`src/rtl/nuca_search_pkg.sv`:
```
package nuca_search_pkg;

   typedef enum logic [1:0] {
      SRCH_INCR  = 2'd0,
      SRCH_BCAST = 2'd1,
      SRCH_LIMIT = 2'd2,
      SRCH_PART  = 2'd3
   } srch_mode_e;

   typedef enum logic [1:0] {
      FILT_OFF    = 2'd0,
      FILT_PERF   = 2'd1,
      FILT_ENERGY = 2'd2,
      FILT_NONE   = 2'd3
   } filt_mode_e;

   typedef enum logic {
      SEQ_IDLE = 1'b0,
      SEQ_WAIT = 1'b1
   } seq_state_e;

   // index of the lowest set bit, 0 when empty
   function automatic int unsigned low_idx(input logic [31:0] v);
      int unsigned r;
      r = 0;
      for (int i = 31; i >= 0; i--) begin
         if (v[i]) r = i;
      end
      return r;
   endfunction

endpackage

```
`src/rtl/nuca_ptag_array.sv`:
```
module nuca_ptag_array #(
   parameter int NUM_WAYS = 8,
   parameter int SET_W    = 3,
   parameter int PTAG_W   = 4,
   localparam int WAY_W   = (NUM_WAYS > 1) ? $clog2(NUM_WAYS) : 1,
   localparam int SETS    = 1 << SET_W
) (
   input  logic                clk,
   input  logic                rst_n,
   input  logic                wr_en,
   input  logic [SET_W-1:0]    wr_set,
   input  logic [WAY_W-1:0]    wr_way,
   input  logic [PTAG_W-1:0]   wr_ptag,
   input  logic [SET_W-1:0]    rd_set,
   input  logic [PTAG_W-1:0]   rd_ptag,
   output logic [NUM_WAYS-1:0] match
);

   logic [PTAG_W-1:0] mem_q [SETS][NUM_WAYS];

   always_ff @(posedge clk or negedge rst_n) begin
      if (!rst_n) begin
         for (int s = 0; s < SETS; s++)
            for (int w = 0; w < NUM_WAYS; w++)
               mem_q[s][w] <= '0;
      end else if (wr_en) begin
         mem_q[wr_set][wr_way] <= wr_ptag;
      end
   end

   for (genvar w = 0; w < NUM_WAYS; w++) begin : g_cmp
      assign match[w] = (mem_q[rd_set][w] == rd_ptag);
   end

endmodule

```
`src/rtl/nuca_group_sel.sv`:
```
module nuca_group_sel
   import nuca_search_pkg::*;
#(
   parameter int NUM_WAYS  = 8,
   parameter int LIMIT_M   = 2,
   parameter int PART_SIZE = 4,
   localparam int NUM_PART = NUM_WAYS / PART_SIZE
) (
   input  srch_mode_e          mode,
   input  logic [NUM_WAYS-1:0] issued,
   output logic [NUM_WAYS-1:0] grp
);

   logic [NUM_WAYS-1:0] rem, lowest, part_grp;
   logic [NUM_WAYS-1:0] part_hit [NUM_PART];

   assign rem    = ~issued;
   assign lowest = rem & (~rem + 1'b1);

   for (genvar p = 0; p < NUM_PART; p++) begin : g_part
      localparam logic [NUM_WAYS-1:0] PMASK =
         {{(NUM_WAYS-PART_SIZE){1'b0}}, {PART_SIZE{1'b1}}} << (p * PART_SIZE);
      assign part_hit[p] = ((lowest & PMASK) != '0) ? (rem & PMASK) : '0;
   end

   always_comb begin
      part_grp = '0;
      for (int p = 0; p < NUM_PART; p++) part_grp |= part_hit[p];
   end

   localparam logic [NUM_WAYS-1:0] LIM_MASK =
      {{(NUM_WAYS-LIMIT_M){1'b0}}, {LIMIT_M{1'b1}}};

   always_comb begin
      unique case (mode)
         SRCH_INCR:  grp = lowest;
         SRCH_BCAST: grp = rem;
         SRCH_LIMIT: grp = (issued == '0) ? LIM_MASK : lowest;
         SRCH_PART:  grp = part_grp;
         default:    grp = lowest;
      endcase
   end

endmodule

```
`src/rtl/bankset_search_seq.sv`:
```
module bankset_search_seq
   import nuca_search_pkg::*;
#(
   parameter int NUM_WAYS  = 8,
   parameter int TAG_W     = 16,
   parameter int SET_W     = 3,
   parameter int PTAG_W    = 4,
   parameter int LIMIT_M   = 2,
   parameter int PART_SIZE = 4,
   localparam int WAY_W    = (NUM_WAYS > 1) ? $clog2(NUM_WAYS) : 1
) (
   input  logic                clk,
   input  logic                rst_n,
   input  logic                req_valid,
   output logic                req_ready,
   input  logic [SET_W-1:0]    req_set,
   input  logic [TAG_W-1:0]    req_tag,
   input  logic [1:0]          search_mode,
   input  logic [1:0]          filter_mode,
   output logic [NUM_WAYS-1:0] probe_valid,
   output logic [SET_W-1:0]    probe_set,
   output logic [TAG_W-1:0]    probe_tag,
   input  logic [NUM_WAYS-1:0] reply_valid,
   input  logic [NUM_WAYS-1:0] reply_hit,
   input  logic                pt_wr_en,
   input  logic [SET_W-1:0]    pt_wr_set,
   input  logic [WAY_W-1:0]    pt_wr_way,
   input  logic [PTAG_W-1:0]   pt_wr_ptag,
   output logic                done,
   output logic                done_hit,
   output logic [WAY_W-1:0]    done_way,
   output logic                early_miss
);

   if (NUM_WAYS < 2 || NUM_WAYS > 32) begin : g_bad_ways
      $error("NUM_WAYS must lie in 2..32");
   end
   if (LIMIT_M < 1 || LIMIT_M > NUM_WAYS) begin : g_bad_lim
      $error("LIMIT_M must lie in 1..NUM_WAYS");
   end
   if (PART_SIZE < 1 || (NUM_WAYS % PART_SIZE) != 0) begin : g_bad_part
      $error("PART_SIZE must divide NUM_WAYS");
   end
   if (PTAG_W < 1 || PTAG_W > TAG_W) begin : g_bad_ptag
      $error("PTAG_W must lie in 1..TAG_W");
   end

   localparam logic [NUM_WAYS-1:0] NEAR_ONLY = {{(NUM_WAYS-1){1'b0}}, 1'b1};

   seq_state_e          state_q;
   srch_mode_e          smode_q, sel_mode;
   filt_mode_e          fmode_q, fmode_in;
   logic [SET_W-1:0]    set_q;
   logic [TAG_W-1:0]    tag_q;
   logic [NUM_WAYS-1:0] match_now, match_q;
   logic [NUM_WAYS-1:0] issued_q, grp_q, got_q, hit_q, probe_q;
   logic [NUM_WAYS-1:0] sel_issued, sel_grp, next_grp;
   logic                done_q, dhit_q, early_q;
   logic [WAY_W-1:0]    dway_q;

   assign fmode_in   = filt_mode_e'(filter_mode);
   assign sel_mode   = (state_q == SEQ_IDLE) ? srch_mode_e'(search_mode) : smode_q;
   assign sel_issued = (state_q == SEQ_IDLE) ? '0 : issued_q;

   nuca_ptag_array #(
      .NUM_WAYS(NUM_WAYS), .SET_W(SET_W), .PTAG_W(PTAG_W)
   ) u_ptag (
      .clk(clk), .rst_n(rst_n),
      .wr_en(pt_wr_en), .wr_set(pt_wr_set), .wr_way(pt_wr_way), .wr_ptag(pt_wr_ptag),
      .rd_set(req_set), .rd_ptag(req_tag[PTAG_W-1:0]), .match(match_now)
   );

   nuca_group_sel #(
      .NUM_WAYS(NUM_WAYS), .LIMIT_M(LIMIT_M), .PART_SIZE(PART_SIZE)
   ) u_grp (
      .mode(sel_mode), .issued(sel_issued), .grp(sel_grp)
   );

   assign next_grp = (fmode_q == FILT_ENERGY) ? (match_q & ~issued_q) : sel_grp;

   always_ff @(posedge clk or negedge rst_n) begin
      if (!rst_n) begin
         state_q  <= SEQ_IDLE;
         smode_q  <= SRCH_INCR;
         fmode_q  <= FILT_OFF;
         set_q    <= '0;
         tag_q    <= '0;
         match_q  <= '0;
         issued_q <= '0;
         grp_q    <= '0;
         got_q    <= '0;
         hit_q    <= '0;
         probe_q  <= '0;
         done_q   <= 1'b0;
         dhit_q   <= 1'b0;
         dway_q   <= '0;
         early_q  <= 1'b0;
      end else begin
         done_q  <= 1'b0;
         dhit_q  <= 1'b0;
         dway_q  <= '0;
         early_q <= 1'b0;
         probe_q <= '0;
         unique case (state_q)
            SEQ_IDLE: begin
               if (req_valid) begin
                  set_q   <= req_set;
                  tag_q   <= req_tag;
                  smode_q <= srch_mode_e'(search_mode);
                  fmode_q <= fmode_in;
                  match_q <= match_now;
                  got_q   <= '0;
                  hit_q   <= '0;
                  if (fmode_in == FILT_PERF && match_now == '0) begin
                     done_q  <= 1'b1;
                     early_q <= 1'b1;
                  end else if (fmode_in == FILT_ENERGY) begin
                     probe_q  <= NEAR_ONLY;
                     grp_q    <= NEAR_ONLY;
                     issued_q <= NEAR_ONLY;
                     state_q  <= SEQ_WAIT;
                  end else begin
                     probe_q  <= sel_grp;
                     grp_q    <= sel_grp;
                     issued_q <= sel_grp;
                     state_q  <= SEQ_WAIT;
                  end
               end
            end
            SEQ_WAIT: begin
               if (got_q == grp_q) begin
                  if (hit_q != '0) begin
                     done_q  <= 1'b1;
                     dhit_q  <= 1'b1;
                     dway_q  <= WAY_W'(low_idx(32'(hit_q)));
                     state_q <= SEQ_IDLE;
                  end else if (next_grp == '0) begin
                     done_q  <= 1'b1;
                     state_q <= SEQ_IDLE;
                  end else begin
                     probe_q  <= next_grp;
                     grp_q    <= next_grp;
                     issued_q <= issued_q | next_grp;
                     got_q    <= '0;
                     hit_q    <= '0;
                  end
               end else begin
                  got_q <= got_q | (reply_valid & grp_q);
                  hit_q <= hit_q | (reply_valid & reply_hit & grp_q);
               end
            end
            default: state_q <= SEQ_IDLE;
         endcase
      end
   end

   assign req_ready   = (state_q == SEQ_IDLE);
   assign probe_valid = probe_q;
   assign probe_set   = set_q;
   assign probe_tag   = tag_q;
   assign done        = done_q;
   assign done_hit    = dhit_q;
   assign done_way    = dway_q;
   assign early_miss  = early_q;

endmodule

```
`config.mk`:
```
export PLATFORM = sky130hd
export DESIGN_NAME = bankset_search_seq
export DESIGN_NICKNAME = d
export VERILOG_FILES = /design/src/rtl/nuca_search_pkg.sv /design/src/rtl/nuca_ptag_array.sv /design/src/rtl/nuca_group_sel.sv /design/src/rtl/bankset_search_seq.sv
export SDC_FILE = /design/constraint.sdc
export NUM_CORES = 1
export LEC_CHECK = 0
export BUFFER_PORTS_ARGS = -buffer_cell sky130_fd_sc_hd__buf_2
export CORE_UTILIZATION = 52
export CTS_CLUSTER_DIAMETER = 60
export DETAILED_ROUTE_END_ITERATION = 10
export GPL_TIMING_DRIVEN = 0
export PLACE_DENSITY_LB_ADDON = 0.08
export SLEW_MARGIN = 20
export SYNTH_ARGS = -nofsm -noshare
export SYNTH_HDL_FRONTEND = slang
export SYNTH_SLANG_ARGS = --single-unit
```
`constraint.sdc`:
```
create_clock -name clk -period 4.15 [get_ports clk]
set_clock_uncertainty 0.05 [all_clocks]
set_input_delay 0.2075 -clock clk [delete_from_list [all_inputs] [get_ports clk]]
set_output_delay 0.2075 -clock clk [all_outputs]
set_load 0.02 [all_outputs]
```
==> results.toml <==
[timing]
timing.hold.ws_ns = 0.0442
maxSlewHeadroom_pct = 19.3
hold_violations = 0
setup-violations-final = 0
tns_ns = 0
rsz0062_at_grt = "false"
max_freq_mhz = 292
fin_crit_ns = 3.43
period_share_pct = 82.6
setup_ws_ns = 0.724
drv_slew = 0
worstMarginPinSlew_ns = 1.21

[route]
first_pass_iters = 5
via_per_inst = 6.00
drt_iter0_drc = 804
routed_wl_mm = 43.9
ant_nets = 0
drc_errors = 0
dr_total_vias = 10500
wl_per_cell_um = 25.2

[die]
core_um2 = 29600
rows = 63
dieArea_um2 = 30800
io_pins = 87
initial_utilization_pct = 52.8
fp.dieH_um = 176
die_w_um = 176

[yosys]
synth_fp_nets = 1226
ys_dominant_reg_cell = "dfrtp_1"
synthTopCellsByCount = "dfrtp_1 (334), mux2_2 (256), nand2_1 (113), nor2_1 (72), mux4_2 (53)"
ys_seq_area_share_pct = 53.4
async_flop_share_pct = 100
synthMostInstantiatedCell = "dfrtp_1"
yosysTopAreaCell = "dfrtp_1"
avgSynthCellArea_um2 = 13.4
netlist_area_um2 = 15700
synth_area_leaders = "dfrtp_1 (53%), mux2_2 (18%), mux4_2 (7.6%)"
yosysTopAreaCellShare_pct = 53.4
syn_inst = 1173
ys_ff_latch = 334
ys_warn_count = 0
synth_edf_count = 0
yosysUniqueCellTypes = 61

[global_route]
grt_pass1_wl_mm = 66.6
antenna_found_initial = 1
grt_use_total_pct = 29.5
overflow = 0
grt_pass1_vias = 10500
grt_max_degree = 76

[placed_design]
gp_congestion = 0.903
hpwl_mm = 29.4
io_buffer_count = 78
dp_slack_ns = 0.422
place_inst = 1646

[clock_network]
cts_resized = 0
cts_tree = "done"
numCtsBuffers = 38
clock-root-buffer = "clkbuf_16"
cts.sinks = 334
clk_pin_slew_ns = 0.06
insertion_delay_ns = 0.53
htreeDepth = 2
ctsLongestPathBuffers = 3

[critical_path]
critical_path_class = "register to register"
r2r_cells = 9
setup.worst_path.end_class = "register"
start_kind = "register"
crit_arrival_ns = 3.78
critPathMaxFanout = 10
worst_ep_required_time_ns = 4.50

[cells_and_area]
final_net_count = 1382
drive_gt1_share_pct = 35.5
final_core_util_pct = 61.6
area_growth_syn_to_layout_pct = 16.5
final-instance-count-excl-fill = 1744

[power_and_ir_drop]
p_per_area_nw_per_um2 = 525
power_leakage_nw = 8.59
vdd_drop_max_v = 0.000269

[run_status]
outcome = "completed"

[flow_run]
maxCapViolCount = 0

[hold_path]
hold_class = "input port to register"
holdPathStages = 3
==> placed cells by master (no fill, tap or decap), drive strengths merged, types with 10 or more instances in the layout <==
cell	synthesis	final
xor2	19	19
xnor2	14	14
buf	28	110
clkbuf	42	101
dlygate4sd3	0	33
nor2	73	73
mux4	57	57
mux2	256	256
inv	10	10
nand2	113	113
dfrtp	334	334
a31oi	10	10
nand2b	11	11
mux2i	39	39
nand3	16	16
o21ai	16	16
==> per-stage QoR <==
stage | power [mW] | cell area, µm²
floorplan | 5.57 | 15700
detailed placement | 6.25 | 16700
CTS | 9.61 | 18200
global placement | 6.17 | 16500
global route | 10.0 | 18200
finish | 9.57 | 18200
==> sequential cells by signal, summed over array words and instances (netlist names), 8 cells and up <==
name and cells:
u_ptag.mem_q 256, probe_tag 16, got_q 8, grp_q 8, hit_q 8, issued_q 8
match_q 8, probe_valid 8
==> power breakdown <==
part	switching [mW]	internal, mW	total (mW)
clock	1.31	2.02	3.33
combinational	1.05	0.932	1.98
sequential	0.389	3.86	4.25
==> repair_timing <==
item / in CTS / in global routing
hold buffers: 33 / 0
hold endpoints to repair: 148 / 0
setup buffers: 0 / 0
==> metal layers <==
metal | vias to the layer above | GRT usage [%] | share of wire, %
li1 | 4567 | - | -
met1 | 5458 | 41.5 | 44
met2 | 346 | 49.3 | 49
met3 | 85 | 2.86 | 4.3
met4 | 0 | 8.22 | 2.5
met5 | - | 0 | 0
==> worst max-delay path: stages (launching register included) <==
cell       delay [ns]
dfrtp_1          0.38
mux4_1           0.52
mux2i_1          0.19
xnor2_1          0.08
a2111oi_1        1.06
or4_1            0.30
or2_1            0.14
o21ai_1          0.11
buf_6            0.17
a221o_1          0.29
==> final timing paths <==
check                      slack, ns             start          endpoint
setup / recovery                0.72  u_ptag.mem_q[47]       issued_q[3]
hold / removal                  0.04         req_valid        early_miss
setup reg to reg                0.72  u_ptag.mem_q[47]       issued_q[3]
hold reg to reg                 0.40          hit_q[0]       done_way[0]
max in group asynchronous       2.46             rst_n  u_ptag.mem_q[15]
min in group asynchronous       0.12             rst_n       done_way[2]
==> final cells by class <==
| type | count | area (µm²) |
|---|---|---|
| repair buffers | 116 | 846 |
| flip-flops and latches | 334 | 8360 |
| multi-input cells | 759 | 6880 |
| clock inverters | 6 | 82.6 |
| plain buffers | 70 | 403 |
| diodes | 1 | 2.50 |
| inverters | 10 | 37.5 |
| clock buffers | 58 | 1150 |
| well taps | 390 | 488 |
| fillers | 2390 | 11400 |
==> logic make-up (layout without fill, tap and decap cells) <==
family | after synthesis | count (layout) | synth area share (%)
XOR/XNOR | 33 | 33 | 1.85
other | 0 | 1 | 0
buffers and inverters | 80 | 260 | 2.80
AO/OA/AOI/OAI | 95 | 95 | 4.52
multiplexers | 352 | 352 | 29.2
flip-flops | 334 | 334 | 53.4
AND/OR/NAND/NOR | 279 | 279 | 8.28
Note: power is estimated with default switching activity, not from simulation.
